File: src/rtl/tapcmd_pkg.sv
package tapcmd_pkg;
  localparam int NCH    = 4;
  localparam int NSLOT  = 4;
  localparam int TAP_W  = 8;
  localparam int CH_W   = $clog2(NCH);
  localparam int SL_W   = $clog2(NSLOT);
  localparam int WORD_W = TAP_W + 1;
  localparam int OPC_W  = 4;
  localparam int HDR_W  = OPC_W + SL_W + CH_W;
  localparam int CMD_W  = 24;
  localparam int PAD_W  = CMD_W - HDR_W - WORD_W;

  typedef enum logic [OPC_W-1:0] {
    OP_NOP    = 4'h0,
    OP_WAKE   = 4'h1,
    OP_PROG   = 4'h2,
    OP_STORE  = 4'h3,
    OP_WRITE  = 4'h4,
    OP_INC    = 4'h7,
    OP_SLEEP  = 4'h8,
    OP_RESET  = 4'h9,
    OP_RDSLOT = 4'hA,
    OP_LOAD   = 4'hB,
    OP_RDTAP  = 4'hC,
    OP_ERASE  = 4'hD,
    OP_DEC    = 4'hF
  } opc_e;

  typedef enum logic [1:0] {
    NV_READ  = 2'd0,
    NV_WRITE = 2'd1,
    NV_ERASE = 2'd2
  } nvop_e;

  typedef enum logic [1:0] {
    PK_LOAD  = 2'd0,
    PK_READ  = 2'd1,
    PK_WRITE = 2'd2
  } pend_e;

  typedef struct packed {
    opc_e              op;
    logic [SL_W-1:0]   slot;
    logic [CH_W-1:0]   chan;
    logic [WORD_W-1:0] data;
    logic [HDR_W-1:0]  hdr;
  } cmd_t;

  function automatic logic [CMD_W-1:0] pack_rb(input logic [HDR_W-1:0] hdr,
                                               input logic [WORD_W-1:0] val);
    return {hdr, {PAD_W{1'b0}}, val};
  endfunction
endpackage

File: src/rtl/tapcmd_decode.sv
module tapcmd_decode
  import tapcmd_pkg::*;
(
  input  logic [CMD_W-1:0] word,
  output cmd_t             cmd
);
  localparam int OP_LSB = CMD_W - OPC_W;
  localparam int SL_LSB = OP_LSB - SL_W;
  localparam int CH_LSB = SL_LSB - CH_W;

  always_comb begin
    cmd.op   = opc_e'(word[CMD_W-1 -: OPC_W]);
    cmd.slot = word[SL_LSB +: SL_W];
    cmd.chan = word[CH_LSB +: CH_W];
    cmd.data = word[WORD_W-1:0];
    cmd.hdr  = word[CMD_W-1 -: HDR_W];
  end
endmodule

File: src/rtl/tapcmd_chan.sv
module tapcmd_chan
  import tapcmd_pkg::*;
(
  input  logic              clk,
  input  logic              rst_n,
  input  logic              wr_en,
  input  logic [TAP_W-1:0]  wr_val,
  input  logic              inc_en,
  input  logic              dec_en,
  input  logic              ld_en,
  input  logic [WORD_W-1:0] ld_val,
  output logic [TAP_W-1:0]  tap,
  output logic              mode
);
  localparam logic [TAP_W-1:0] TOP = '1;

  function automatic logic [TAP_W-1:0] step_up(input logic [TAP_W-1:0] v);
    return (v == TOP) ? v : v + 1'b1;
  endfunction

  function automatic logic [TAP_W-1:0] step_down(input logic [TAP_W-1:0] v);
    return (v == '0) ? v : v - 1'b1;
  endfunction

  always_ff @(posedge clk or negedge rst_n) begin
    if (!rst_n) begin
      tap  <= '0;
      mode <= 1'b0;
    end else if (ld_en) begin
      {mode, tap} <= ld_val;
    end else if (wr_en) begin
      tap <= wr_val;
    end else if (inc_en) begin
      tap <= step_up(tap);
    end else if (dec_en) begin
      tap <= step_down(tap);
    end
  end

  AST_INC_HOLDS_TOP: assert property (@(posedge clk) disable iff (!rst_n)
    (inc_en && !ld_en && !wr_en && tap == TOP) |=> tap == TOP);
  AST_DEC_HOLDS_ZERO: assert property (@(posedge clk) disable iff (!rst_n)
    (dec_en && !ld_en && !wr_en && tap == '0) |=> tap == '0);
  AST_MODE_ONLY_BY_LOAD: assert property (@(posedge clk) disable iff (!rst_n)
    !ld_en |=> mode == $past(mode));
  AST_WRITE_EXACT: assert property (@(posedge clk) disable iff (!rst_n)
    (wr_en && !ld_en) |=> tap == $past(wr_val));
endmodule

File: src/rtl/tapcmd_seq.sv
module tapcmd_seq
  import tapcmd_pkg::*;
(
  input  logic              clk,
  input  logic              rst_n,
  input  logic              cmd_valid,
  input  cmd_t              cmd,
  input  logic              nv_busy,
  input  logic              nv_rsp_valid,
  input  logic [WORD_W-1:0] nv_rsp_data,
  input  logic [WORD_W-1:0] sel_word,
  output logic [CH_W-1:0]   ctl_chan,
  output logic              ctl_write,
  output logic              ctl_inc,
  output logic              ctl_dec,
  output logic              ctl_load,
  output logic              nv_req_valid,
  output nvop_e             nv_req_op,
  output logic [CH_W-1:0]   nv_req_chan,
  output logic [SL_W-1:0]   nv_req_slot,
  output logic [WORD_W-1:0] nv_req_data,
  output logic              rb_valid,
  output logic [CMD_W-1:0]  rb_word,
  output logic              dormant
);
  logic            booting;
  logic [CH_W-1:0] boot_idx;
  logic            pending;
  pend_e           pend_kind;
  logic [CH_W-1:0] pend_chan;
  logic [HDR_W-1:0] pend_hdr;

  logic accept, act, rsp_take, boot_issue;

  assign accept     = cmd_valid && !booting && !pending && !nv_busy;
  assign act        = accept && (!dormant || cmd.op == OP_WAKE);
  assign rsp_take   = pending && nv_rsp_valid;
  assign boot_issue = booting && !pending && !nv_busy;

  assign ctl_write = act && cmd.op == OP_WRITE;
  assign ctl_inc   = act && cmd.op == OP_INC;
  assign ctl_dec   = act && cmd.op == OP_DEC;
  assign ctl_load  = rsp_take && pend_kind == PK_LOAD;
  assign ctl_chan  = ctl_load ? pend_chan : cmd.chan;

  always_ff @(posedge clk or negedge rst_n) begin
    if (!rst_n) begin
      booting      <= 1'b1;
      boot_idx     <= '0;
      pending      <= 1'b0;
      pend_kind    <= PK_LOAD;
      pend_chan    <= '0;
      pend_hdr     <= '0;
      dormant      <= 1'b1;
      nv_req_valid <= 1'b0;
      nv_req_op    <= NV_READ;
      nv_req_chan  <= '0;
      nv_req_slot  <= '0;
      nv_req_data  <= '0;
      rb_valid     <= 1'b0;
      rb_word      <= '0;
    end else begin
      nv_req_valid <= 1'b0;
      rb_valid     <= 1'b0;
      if (rsp_take) begin
        pending <= 1'b0;
        if (pend_kind == PK_READ) begin
          rb_valid <= 1'b1;
          rb_word  <= pack_rb(pend_hdr, nv_rsp_data);
        end
        if (booting) begin
          if (boot_idx == CH_W'(NCH - 1)) booting <= 1'b0;
          else                            boot_idx <= boot_idx + 1'b1;
        end
      end else if (boot_issue) begin
        pending      <= 1'b1;
        pend_kind    <= PK_LOAD;
        pend_chan    <= boot_idx;
        nv_req_valid <= 1'b1;
        nv_req_op    <= NV_READ;
        nv_req_chan  <= boot_idx;
        nv_req_slot  <= '0;
      end else if (act) begin
        pend_chan   <= cmd.chan;
        pend_hdr    <= cmd.hdr;
        nv_req_chan <= cmd.chan;
        nv_req_slot <= cmd.slot;
        unique case (cmd.op)
          OP_WAKE:  dormant <= 1'b0;
          OP_SLEEP: dormant <= 1'b1;
          OP_RESET: begin
            dormant  <= 1'b1;
            booting  <= 1'b1;
            boot_idx <= '0;
          end
          OP_RDTAP: begin
            rb_valid <= 1'b1;
            rb_word  <= pack_rb(cmd.hdr, sel_word);
          end
          OP_RDSLOT, OP_LOAD: begin
            pending      <= 1'b1;
            pend_kind    <= (cmd.op == OP_LOAD) ? PK_LOAD : PK_READ;
            nv_req_valid <= 1'b1;
            nv_req_op    <= NV_READ;
          end
          OP_PROG, OP_STORE: begin
            pending      <= 1'b1;
            pend_kind    <= PK_WRITE;
            nv_req_valid <= 1'b1;
            nv_req_op    <= NV_WRITE;
            nv_req_data  <= (cmd.op == OP_PROG) ? cmd.data : sel_word;
          end
          OP_ERASE: begin
            pending      <= 1'b1;
            pend_kind    <= PK_WRITE;
            nv_req_valid <= 1'b1;
            nv_req_op    <= NV_ERASE;
          end
          default: ;
        endcase
      end
    end
  end

  AST_ASLEEP_NO_STEP: assert property (@(posedge clk) disable iff (!rst_n)
    (dormant && !(cmd_valid && cmd.op == OP_WAKE)) |-> !(ctl_write || ctl_inc || ctl_dec));
  AST_REQ_WHEN_IDLE: assert property (@(posedge clk) disable iff (!rst_n)
    $rose(nv_req_valid) |-> !$past(nv_busy));
  AST_REQ_SINGLE: assert property (@(posedge clk) disable iff (!rst_n)
    nv_req_valid |=> !nv_req_valid);
  AST_BOOT_ENDS_ASLEEP: assert property (@(posedge clk) disable iff (!rst_n)
    $fell(booting) |-> dormant);
endmodule

File: src/rtl/tapcmd_exec.sv
module tapcmd_exec
  import tapcmd_pkg::*;
(
  input  logic                 clk,
  input  logic                 rst_n,
  input  logic                 cmd_valid,
  input  logic [23:0]          cmd_word,
  input  logic                 nv_busy,
  input  logic                 nv_rsp_valid,
  input  logic [8:0]           nv_rsp_data,
  output logic                 nv_req_valid,
  output logic [1:0]           nv_req_op,
  output logic [1:0]           nv_req_chan,
  output logic [1:0]           nv_req_slot,
  output logic [8:0]           nv_req_data,
  output logic [31:0]          tap_out,
  output logic [3:0]           mode_out,
  output logic                 rdback_valid,
  output logic [23:0]          rdback_word,
  output logic                 dormant
);
  cmd_t              cmd;
  logic [CH_W-1:0]   ctl_chan;
  logic              ctl_write, ctl_inc, ctl_dec, ctl_load;
  logic [WORD_W-1:0] sel_word;
  nvop_e             req_op;
  logic [TAP_W-1:0]  tap_arr  [NCH];
  logic              mode_arr [NCH];

  tapcmd_decode u_dec (
    .word (cmd_word),
    .cmd  (cmd)
  );

  tapcmd_seq u_seq (
    .clk          (clk),
    .rst_n        (rst_n),
    .cmd_valid    (cmd_valid),
    .cmd          (cmd),
    .nv_busy      (nv_busy),
    .nv_rsp_valid (nv_rsp_valid),
    .nv_rsp_data  (nv_rsp_data),
    .sel_word     (sel_word),
    .ctl_chan     (ctl_chan),
    .ctl_write    (ctl_write),
    .ctl_inc      (ctl_inc),
    .ctl_dec      (ctl_dec),
    .ctl_load     (ctl_load),
    .nv_req_valid (nv_req_valid),
    .nv_req_op    (req_op),
    .nv_req_chan  (nv_req_chan),
    .nv_req_slot  (nv_req_slot),
    .nv_req_data  (nv_req_data),
    .rb_valid     (rdback_valid),
    .rb_word      (rdback_word),
    .dormant      (dormant)
  );

  assign nv_req_op = req_op;

  for (genvar i = 0; i < NCH; i++) begin : g_ch
    logic hit;
    assign hit = (ctl_chan == CH_W'(i));
    tapcmd_chan u_ch (
      .clk    (clk),
      .rst_n  (rst_n),
      .wr_en  (ctl_write && hit),
      .wr_val (cmd.data[TAP_W-1:0]),
      .inc_en (ctl_inc && hit),
      .dec_en (ctl_dec && hit),
      .ld_en  (ctl_load && hit),
      .ld_val (nv_rsp_data),
      .tap    (tap_arr[i]),
      .mode   (mode_arr[i])
    );
    assign tap_out[i*TAP_W +: TAP_W] = tap_arr[i];
    assign mode_out[i]               = mode_arr[i];
  end

  assign sel_word = {mode_arr[cmd.chan], tap_arr[cmd.chan]};
endmodule

File: config.mk
export PLATFORM = sky130hd
export DESIGN_NAME = tapcmd_exec
export DESIGN_NICKNAME = d
export VERILOG_FILES = /design/src/rtl/tapcmd_pkg.sv /design/src/rtl/tapcmd_decode.sv /design/src/rtl/tapcmd_chan.sv /design/src/rtl/tapcmd_seq.sv /design/src/rtl/tapcmd_exec.sv
export SDC_FILE = /design/constraint.sdc
export NUM_CORES = 1
export LEC_CHECK = 0
export CORE_ASPECT_RATIO = 2
export CORE_MARGIN = 2
export CORE_UTILIZATION = 53
export CTS_BUF_LIST = sky130_fd_sc_hd__clkbuf_16
export CTS_CLUSTER_DIAMETER = 30
export CTS_CLUSTER_SIZE = 20
export DETAILED_ROUTE_END_ITERATION = 8
export GPL_TIMING_DRIVEN = 0
export PLACE_DENSITY = 0.88
export SLEW_MARGIN = 20
export SYNTH_ARGS = -nofsm -noshare
export SYNTH_HDL_FRONTEND = slang
export SYNTH_SLANG_ARGS = --single-unit
File: constraint.sdc
create_clock -name clk -period 4.8 [get_ports clk]
set_input_delay 0.96 -clock clk [delete_from_list [all_inputs] [get_ports clk]]
set_output_delay 0.96 -clock clk [all_outputs]
set_load 0.01 [all_outputs]
* After elaboration in Yosys (flattened, before gate mapping)
Index checks and enable logic that the tools add are counted.
** Storage, ports and cells
- Register bits :: 92
- Input port bits :: 38
- Output and inout bits :: 78
- Logic and storage cells :: 211
** Cells by class
- $add $sub $neg :: 9
- Magnitude comparators :: 1
- Equal/unequal tests :: 33
- Mux-type cells :: 74
- Bitwise logic cells :: 3
- Reduce and logical (&&, ||, !) cells :: 70
** Operators with widths (number)
- 2-to-1 mux 8 bit :: 26
- 2-to-1 mux 24 bit :: 5
- adder 8 x 1 -> 8 bit (second input constant) :: 4
- == test 8 bit (second input constant) :: 4
- logical NOT 8 bit :: 4
- subtractor 8 x 1 -> 8 bit (second input constant) :: 4
- 2-to-1 mux 2 bit :: 15
- == test 4 bit (second input constant) :: 7
- logical AND 1 bit :: 27
- AND reduction 3 bit :: 8
- 2-to-1 mux 1 bit :: 22
- nonzero test 4 bit :: 5
- binary-select mux 8 bit (select 2 bit) :: 1
- != test 4 x 1 -> 1 bit (second input constant) :: 4
- != test 4 x 3 -> 1 bit (second input constant) :: 4
- AND reduction 4 bit :: 3
- nonzero test 2 bit :: 5
- 2-to-1 mux 9 bit :: 1
- nonzero test 3 bit :: 3
- == test 4 x 2 -> 1 bit (second input constant) :: 2
- == test 4 x 3 -> 1 bit (second input constant) :: 2
- == test 2 bit (second input constant) :: 3
- case mux 2 bit (3 select lines) :: 1
- OR reduction 2 bit :: 3
- other kinds (18) :: 27

* Longest topological paths before layout
Gate-level depths: netlist of the first run.
- Depth in word-level cells :: 11
- Mapped depth :: 13
- Gate-level depth less buffers :: 11

* Modules after synthesis
A second synthesis of the first run with hierarchy kept.
** Second synthesis, totals
- Cell total of the unflattened synthesis :: 715
- Area, all modules :: 6836.6 µm²
** Modules (own cells, without submodules)
- tapcmd_chan (g_ch[0].u_ch ...) :: times used 3, cells an instance 110, area an instance 955.9 µm², sequential area each 225.2 µm²
- tapcmd_seq :: times used 1, cells an instance 222, area an instance 2469.9 µm², sequential area each 1228.7 µm²
- tapcmd_chan (g_ch[3].u_ch) :: times used 1, cells an instance 109, area an instance 958.4 µm², sequential area each 225.2 µm²
- tapcmd_exec :: times used 1, cells an instance 29, area an instance 352.8 µm², sequential area each 0.0 µm²
- tapcmd_decode :: times used 1, cells an instance 25, area an instance 187.7 µm², sequential area each 0.0 µm²

* Worst setup path before layout of the first run
OpenSTA, ideal clock, no wires.
- Kind :: in2reg
- Start point :: input port nv_busy
- End point :: register g_ch[3].u_ch.tap[7]
- Setup time :: 0.079 ns
- Arrival time :: 4.157 ns
- Setup slack :: 0.563 ns
- Cell stages on the path :: 11
- Buffers on the path :: 1
- Cell sequence :: or4b_4 or4_1 buf_2 a21oi_1 inv_1 ha_1 or4_1 o22ai_1 mux2_2 a211o_1 a2bb2oi_1
** Between the ends
- Cells in the longest elaborated chain, start to end :: 8
- Elaborated cells on any way between the ends :: 16
- Classes of those cells :: 2 x eq/ne; 3 x mux; 11 x reduce/logical
** Ends and longest elaborated chain
- start, declared :: line tapcmd_exec.sv:8 : input logic nv_busy,
- logical NOT 1 bit (*) :: line tapcmd_seq.sv:35 : assign accept = cmd_valid && !booting && !pending && !nv_busy;
- logical AND 1 bit (*) :: line tapcmd_seq.sv:35
- logical AND 1 bit (*) :: line tapcmd_seq.sv:36 : assign act = accept && (!dormant || cmd.op == OP_WAKE);
- logical AND 1 bit :: line tapcmd_seq.sv:41 : assign ctl_inc = act && cmd.op == OP_INC;
- logical AND 1 bit :: line tapcmd_exec.sv:69 : .inc_en (ctl_inc && hit),
- 2-to-1 mux 8 bit :: line tapcmd_chan.sv:33 : end else if (inc_en) begin
- 2-to-1 mux 8 bit :: line tapcmd_chan.sv:31 : end else if (wr_en) begin
- 2-to-1 mux 8 bit :: line tapcmd_chan.sv:29 : end else if (ld_en) begin
- end signal, assigned :: line tapcmd_chan.sv:30 : {mode, tap} <= ld_val;
- end signal, assigned :: line tapcmd_chan.sv:32 : tap <= wr_val;
- end signal, assigned :: line tapcmd_chan.sv:34 : tap <= step_up(tap);
- end, declared :: line tapcmd_chan.sv:12 : output logic [TAP_W-1:0] tap,
Every way passes the cells marked *; elsewhere a longest branch is shown, timed or not.
A chain may end at the register's enable or synchronous reset.

* Worst setup path in the final report of the first run
Same ends and word-level chain as after synthesis.

==> run_results.csv, run 1 <==
group,metric,value,unit
grt,grt_pass1_vias,6088,
layout,instances_no_fill,922,
synthesis,synthAdderAreaFrac,0.0733,
timing,period_needed,4.67,ns
drt,firstDrtPassIters,5,
flow_run,max_cap_violations,0,
place,pre_cts_ws,-0.734,ns
critical_path,critPathLaunchType,"input pin",
clock_tree,clockBufferDepth,2,
clock_tree,cts_sinks,85,
clock_tree,post-cts-setup-buffers,0,
synthesis,synth_xor_area_frac,0.0304,
grt,antenna_found_initial,0,
power,power.total,4.74,mW
clock_tree,cts-buffers-inserted,9,
critical_path,cpMaxStageDelayCell,"or4b_4",
synthesis,synth_seq_cells,85,
clock_tree,holdBufCountCts,0,
synthesis,ys_warn_count,0,
clock_tree,cts_tree,"built",
power,peakVddDrop,0.000360,V
power,p_per_area,618,nW/um^2
critical_path,critPathBufInv,3,
timing,slew_violations,0,
timing,timing.fmax,0.214,GHz
place,gp_congestion,0.975,
place,port_buffers,100,
drt,drcViolationCount,0,
synthesis,synth.cell_area,6040,um^2
grt,gr-total-overflow,0,
drt,drt_wl_total,21.2,mm
synthesis,avgSynthCellArea,9.20,um^2
critical_path,crit_required,5.07,ns
timing,setup_slack,0.135,ns
synthesis,synth_compound_area_frac,0.193,
synthesis,synthSimpleGateAreaFrac,0.176,
critical_path,arrival,4.94,ns
floorplan,io_pins,116,
timing,setup_violations,0,
layout,areaGrowthSynthToFinish,26.7,%
clock_tree,cts_root_buf,"clkbuf_16",
layout,final_common_cell,"clkdlybuf4s50_1",
place,dp.final_hpwl,15.9,mm
clock_tree,clock_latency,0.35,ns
grt,grt_max_degree,51,
synthesis,synth_top_family_by_area,"compound AO/OA/AOI/OAI gates",
floorplan,die_y,155,um
floorplan,rows,55,
synthesis,yosysSeqAreaShare,0.352,
synthesis,netlist_instances,657,
critical_path,timing_worst_setup_path_type,"input pin to flip-flop",
layout,fill_cells,896,
layout,stdcell_area,7660,um^2
timing,skew,0.00817,ns
place,dpl-instance-area,7270,um^2
layout,mostFrequentLayoutCells,"clkdlybuf4s50_1, nand2_1, dfrtp_1, nor2_1, o21ai_0",
critical_path,critPathMaxStageDelay,0.62,ns
critical_path,crit_path_frequent_cell,"or4_1",
layout,drive_gt1_frac,0.0974,
layout,antenna_cells,0,
synthesis,synthDistinctLibCells,71,
clock_tree,htree_levels,3,
floorplan,dieWidth,79.5,um
critical_path,critPathTopFamily,"simple AND/OR/NAND/NOR gates",
power,p_leak,3.29,nW
layout,seqCellArea,2130,um^2
floorplan,start_util,0.539,
timing,fin_crit_sh,0.972,
floorplan,dieArea,12300,um^2
critical_path,rrSetupSlack,0.78,ns
synthesis,synth_edf_count,0,
synthesis,synth.area.mux_share,0.126,
timing,worstMarginPinSlew,1.04,ns
grt,grt.total_usage,0.354,
layout,nets,846,
drt,vias_per_cell,6.57,
drt,ant_nets,0,
clock_tree,clkTransAtPathRegs,0.07,ns
timing,max-slew-margin-rel,0.294,
layout,multi_input_area,3680,um^2
critical_path,worstPathCellList,"clkdlybuf4s50_1 -> or4b_4 -> or4_1 -> buf_2 -> a21oi_1 -> inv_2 -> ha_1 -> or4_1 -> o22ai_2 -> mux2_2 -> a211o_1 -> a2bb2oi_1",
synthesis,async_reset_ff_frac,1.00,
grt,grt_pass1_wl,32.9,mm
critical_path,path_max_fanout,8,
synthesis,synthFlopType,"dfrtp_1",
drt,vias,6056,
drt,wl_per_cell,23.0,um
floorplan,core,11200,um^2
timing,whs,0.487,ns
place,dp_cells,906,
hold_path,hold_path_class,"flip-flop to flip-flop",
clock_tree,post_cts_resize_count,2,
drt,drt_iter0_drc,571,
timing,hold_viol,0,
status,status,"finished clean",
critical_path,crit_path_end_kind,"flip-flop",
==> worst paths after layout <==
path / depth (start not counted) / startpoint / end
max in group asynchronous: 2 / rst_n / u_seq.dormant
min in group asynchronous: 1 / rst_n / u_seq.nv_req_valid
max reg2reg: 12 / u_seq.pending / g_ch[3].u_ch.tap[7]
min: 2 / u_seq.rb_word[18] / u_seq.rb_word[18]
min reg2reg: 2 / u_seq.rb_word[18] / u_seq.rb_word[18]
max: 12 / nv_busy / g_ch[3].u_ch.tap[7]
==> synth_stat cells (3+ instances only) <==
library cell  count  area, um^2
a211oi_1         20         150
a21o_1           15         113
a21oi_1          24         120
a22o_1            4        35.0
a2bb2oi_1         4        35.0
a311oi_1          4        35.0
and3_1            4        25.0
buf_1             3        11.3
buf_4            11        82.6
buf_6             3        33.8
clkbuf_1         22        82.6
dfrtp_1          83        2080
fa_1              4        80.1
ha_1             29         363
inv_1            19        71.3
mux2_2           15         169
mux2i_1          38         380
mux4_2            9         203
nand2_1          83         312
nand2b_1          3        18.8
nand3_1          11        55.1
nand3b_1          7        52.6
nand4_1           8        50.1
nor2_1           53         199
nor2b_1           4        25.0
nor3_1           12        60.1
nor3b_1           8        60.1
nor4_1            9        56.3
o2111ai_1         5        43.8
o211ai_1          4        30.0
o21a_1            3        22.5
o21ai_0          51         255
o21bai_1          3        22.5
o22ai_1           8        50.1
o31ai_1           6        45.0
or3_1             6        37.5
xnor2_1          10        87.6
xor2_1           11        96.3
==> per-layer routing <==
metal | track usage | share of wire | vias up
li1 | - | - | 2648
met1 | 0.374 | 0.33 | 2927
met2 | 0.617 | 0.52 | 370
met3 | 0.0603 | 0.073 | 111
met4 | 0.256 | 0.082 | 0
met5 | 0 | 0 | -
==> flip-flops by register name, summed over array words and instances, names as in the netlist <==
name,flops
g_ch.u_ch.tap,32
u_seq.rb_word,17
u_seq.nv_req_data,9
u_seq.pend_hdr,8
g_ch.u_ch.mode,4
u_seq.boot_idx,2
u_seq.nv_req_chan,2
u_seq.nv_req_op,2
u_seq.nv_req_slot,2
u_seq.pend_kind,2
u_seq.booting,1
u_seq.dormant,1
u_seq.nv_req_valid,1
u_seq.pending,1
u_seq.rb_valid,1
==> power breakdown <==
group / switching, mW / internal, mW
clock: 0.316 / 0.517
combinational: 1.18 / 1.26
sequential: 0.450 / 1.01
total: 1.95 / 2.79
==> cell type report <==
cell class                      instances  area share
Clock inverter                          7      0.0167
Clock buffer                            9      0.0294
Inverter                               19     0.00931
Timing Repair Buffer                  101       0.134
Tap cell                              142      0.0232
Sequential cell                        85       0.278
Buffer                                 41      0.0287
Multi-Input combinational cell        518       0.481
==> per-stage QoR <==
step            util  TNS (ns)
2_1_floorplan      -         0
3_3_place_gp   0.646    -23.89
3_5_place_dp   0.648     -4.32
4_1_cts        0.680         0
5_1_grt        0.683   -0.0218
6_report       0.683         0
==> logic make-up (layout without fill, tap and decap cells) <==
family,after synthesis,after routing
AOI/OAI and AO/OA,174,174
DFF,85,85
xor gates and xnor gates,21,21
adders and majority gates,33,33
buffers and inverters,60,177
other,1,7
muxes,63,63
and+or+nand+nor,220,220
==> worst reg2reg max path: cells and delay by family, from the launching register on <==
kind | cells | cell delay [ns]
AO/OA/AOI/OAI | 4 | 0.88
multiplexers | 1 | 0.36
buffers and inverters | 3 | 0.50
flip-flops | 1 | 0.38
AND/OR/NAND/NOR | 3 | 1.59
adder cells (fa/ha/maj) | 1 | 0.25
(Power assumes the default switching activity.)
==> run 2: changes to the inputs <==
--- a/config.mk
+++ b/config.mk
@@ -14,7 +14,6 @@
 export DETAILED_ROUTE_END_ITERATION = 8
 export GPL_TIMING_DRIVEN = 0
 export PLACE_DENSITY = 0.88
-export SLEW_MARGIN = 20
 export SYNTH_ARGS = -nofsm -noshare
 export SYNTH_HDL_FRONTEND = slang
 export SYNTH_SLANG_ARGS = --single-unit
==> run 2 against run 1 <==
Effect of this change:
- routed wire length is essentially flat
- clock skew is essentially flat
- critical path depth is the same
- via count shrank 0.12%
- design area is essentially flat
- sequential share of layout area is essentially flat
- critical endpoint unchanged
- largest power group unchanged
- highest routed layer unchanged
==> run_results.csv, run 2 (same netlist as run 1, synthesis figures left out) <==
group,metric,value,unit
status,status,"finished clean",
layout,stdcell_area,7660,um^2
floorplan,rows,55,
timing,setup_violations,0,
layout,largest_reg_flops,32,
layout,seqCellArea,2130,um^2
floorplan,core,11200,um^2
clock_tree,cts_root_buf,"clkbuf_16",
drt,drcViolationCount,0,
floorplan,dieWidth,79.5,um
layout,nets,846,
clock_tree,post_cts_resize_count,2,
power,p_comb_frac,0.516,
grt,grt_pass1_vias,6088,
timing,rsz0062_at_grt,"false",
timing,period_needed,4.71,ns
clock_tree,cts_sinks,85,
layout,drive_gt1_frac,0.0962,
floorplan,dieArea,12300,um^2
critical_path,crit_required,5.07,ns
grt,groute.layer.met1.usage,0.374,
flow_run,max_cap_violations,0,
layout,final_common_cell,"clkdlybuf4s50_1",
power,p_leak,3.29,nW
power,seqPwrFrac,0.308,
grt,grt_max_degree,51,
clock_tree,clock_latency,0.35,ns
power,peakVddDrop,0.000360,V
grt,grt_pass1_wl,32.9,mm
drt,vias_per_cell,6.56,
layout,final_util,0.683,
layout,multi_input_area,3680,um^2
drt,firstDrtPassIters,5,
floorplan,start_util,0.539,
timing,timing.fmax,0.212,GHz
timing,max-slew-margin-rel,0.250,
clock_tree,cts-buffers-inserted,9,
place,dp.final_hpwl,15.9,mm
timing,hold_viol,0,
timing,fin_tns_setup,0,ns
timing,fin_crit_sh,0.981,
floorplan,io_pins,116,
drt,drt_wl_total,21.2,mm
drt,wl_per_cell,23.0,um
power,switchingPower,1.95,mW
clock_tree,post-cts-setup-buffers,0,
timing,worstMarginPinSlew,1.12,ns
layout,reg_top3,"g_ch.u_ch.tap (32), u_seq.rb_word (17), u_seq.nv_req_data (9)",
layout,antenna_cells,0,
place,port_buffers,100,
clock_tree,clockBufferDepth,2,
critical_path,path_max_fanout,8,
clock_tree,clkTransAtPathRegs,0.07,ns
critical_path,crit_path_end_kind,"flip-flop",
critical_path,critPathLaunchType,"input pin",
layout,areaGrowthSynthToFinish,26.7,%
place,dpl-instance-area,7270,um^2
clock_tree,htree_levels,3,
grt,gr-total-overflow,0,
drt,drt_iter0_drc,571,
place,gp_congestion,0.975,
drt,vias,6049,
power,clockPowerShare,0.176,
clock_tree,holdBufCountCts,0,
grt,met2_usage,0.617,
hold_path,hold_path_class,"flip-flop to flip-flop",
drt,ant_nets,0,
critical_path,timing_worst_setup_path_type,"input pin to flip-flop",
layout,mostFrequentLayoutCells,"clkdlybuf4s50_1, nand2_1, dfrtp_1, nor2_1, o21ai_0",
grt,grt.total_usage,0.354,
grt,antenna_found_initial,0,
grt,top_usage_layer,"met2",
floorplan,die_y,155,um
power,switching_share,0.412,
power,p_per_area,618,nW/um^2
critical_path,arrival,4.98,ns
power,power.internal,2.79,mW
timing,slew_violations,0,
layout,fill_cells,896,
layout,regMostFlops,"g_ch.u_ch.tap",
grt,gr-usage-met3,0.0603,
timing,skew,0.00806,ns
clock_tree,cts_tree,"built",
[run 2: final cells by class]
class / count / share of cell area
tap: 142 / 0.0232
inverter: 19 / 0.00932
clock buffer: 9 / 0.0294
multi-input combinational: 518 / 0.480
clock inverter: 7 / 0.0167
buffer: 41 / 0.0288
sequential: 85 / 0.278
timing repair buffer: 101 / 0.134
[run 2: power groups by stage]
stage	sequential, mW	clock [mW]	combinational (mW)
6_report	1.46	0.832	2.44
5_1_grt	1.48	0.861	2.66
4_1_cts	1.43	0.832	2.41
3_5_place_dp	1.44	0	2.38
3_3_place_gp	1.42	0	2.30
2_1_floorplan	1.38	0	1.42
[run 2: worst paths after layout]
check                                  startpoint             endpoint  cells after the start  slack (ns)
worst max-delay path                      nv_busy  g_ch[3].u_ch.tap[7]                     12        0.09
worst min-delay path            u_seq.rb_word[18]    u_seq.rb_word[18]                      2        0.49
worst max register to register      u_seq.pending  g_ch[3].u_ch.tap[7]                     12        0.72
worst min register to register  u_seq.rb_word[18]    u_seq.rb_word[18]                      2        0.49
max in group asynchronous                   rst_n        u_seq.dormant                      2        3.55
min in group asynchronous                   rst_n   u_seq.nv_req_valid                      1        0.58
[run 2: stage by stage]
step / power, mW / hold WS (ns) / setup WS [ns] / std cells
global route: 5.00 / 0.519 / 0.00190 / 922
finish: 4.74 / 0.485 / 0.0930 / 922
CTS: 4.67 / 0.487 / 0.0451 / 922
detailed placement: 3.82 / 0.469 / -0.734 / 906
global placement: 3.71 / 0.463 / -0.601 / 905
floorplan: 2.80 / 0.464 / 0.563 / 663
[run 2: routing by layer]
metal / share of wire / up-vias
li1: - / 2647
met1: 0.33 / 2932
met2: 0.52 / 364
met3: 0.069 / 106
met4: 0.080 / 0
met5: 0 / -
[run 2: worst max-delay path: stages]
cell,delay (ns)
clkdlybuf4s50_1,0.45
or4b_4,0.61
or4_1,0.51
buf_2,0.21
a21oi_1,0.25
inv_2,0.16
ha_1,0.25
or4_1,0.54
o22ai_2,0.20
mux2_2,0.36
a211o_1,0.30
a2bb2oi_1,0.17
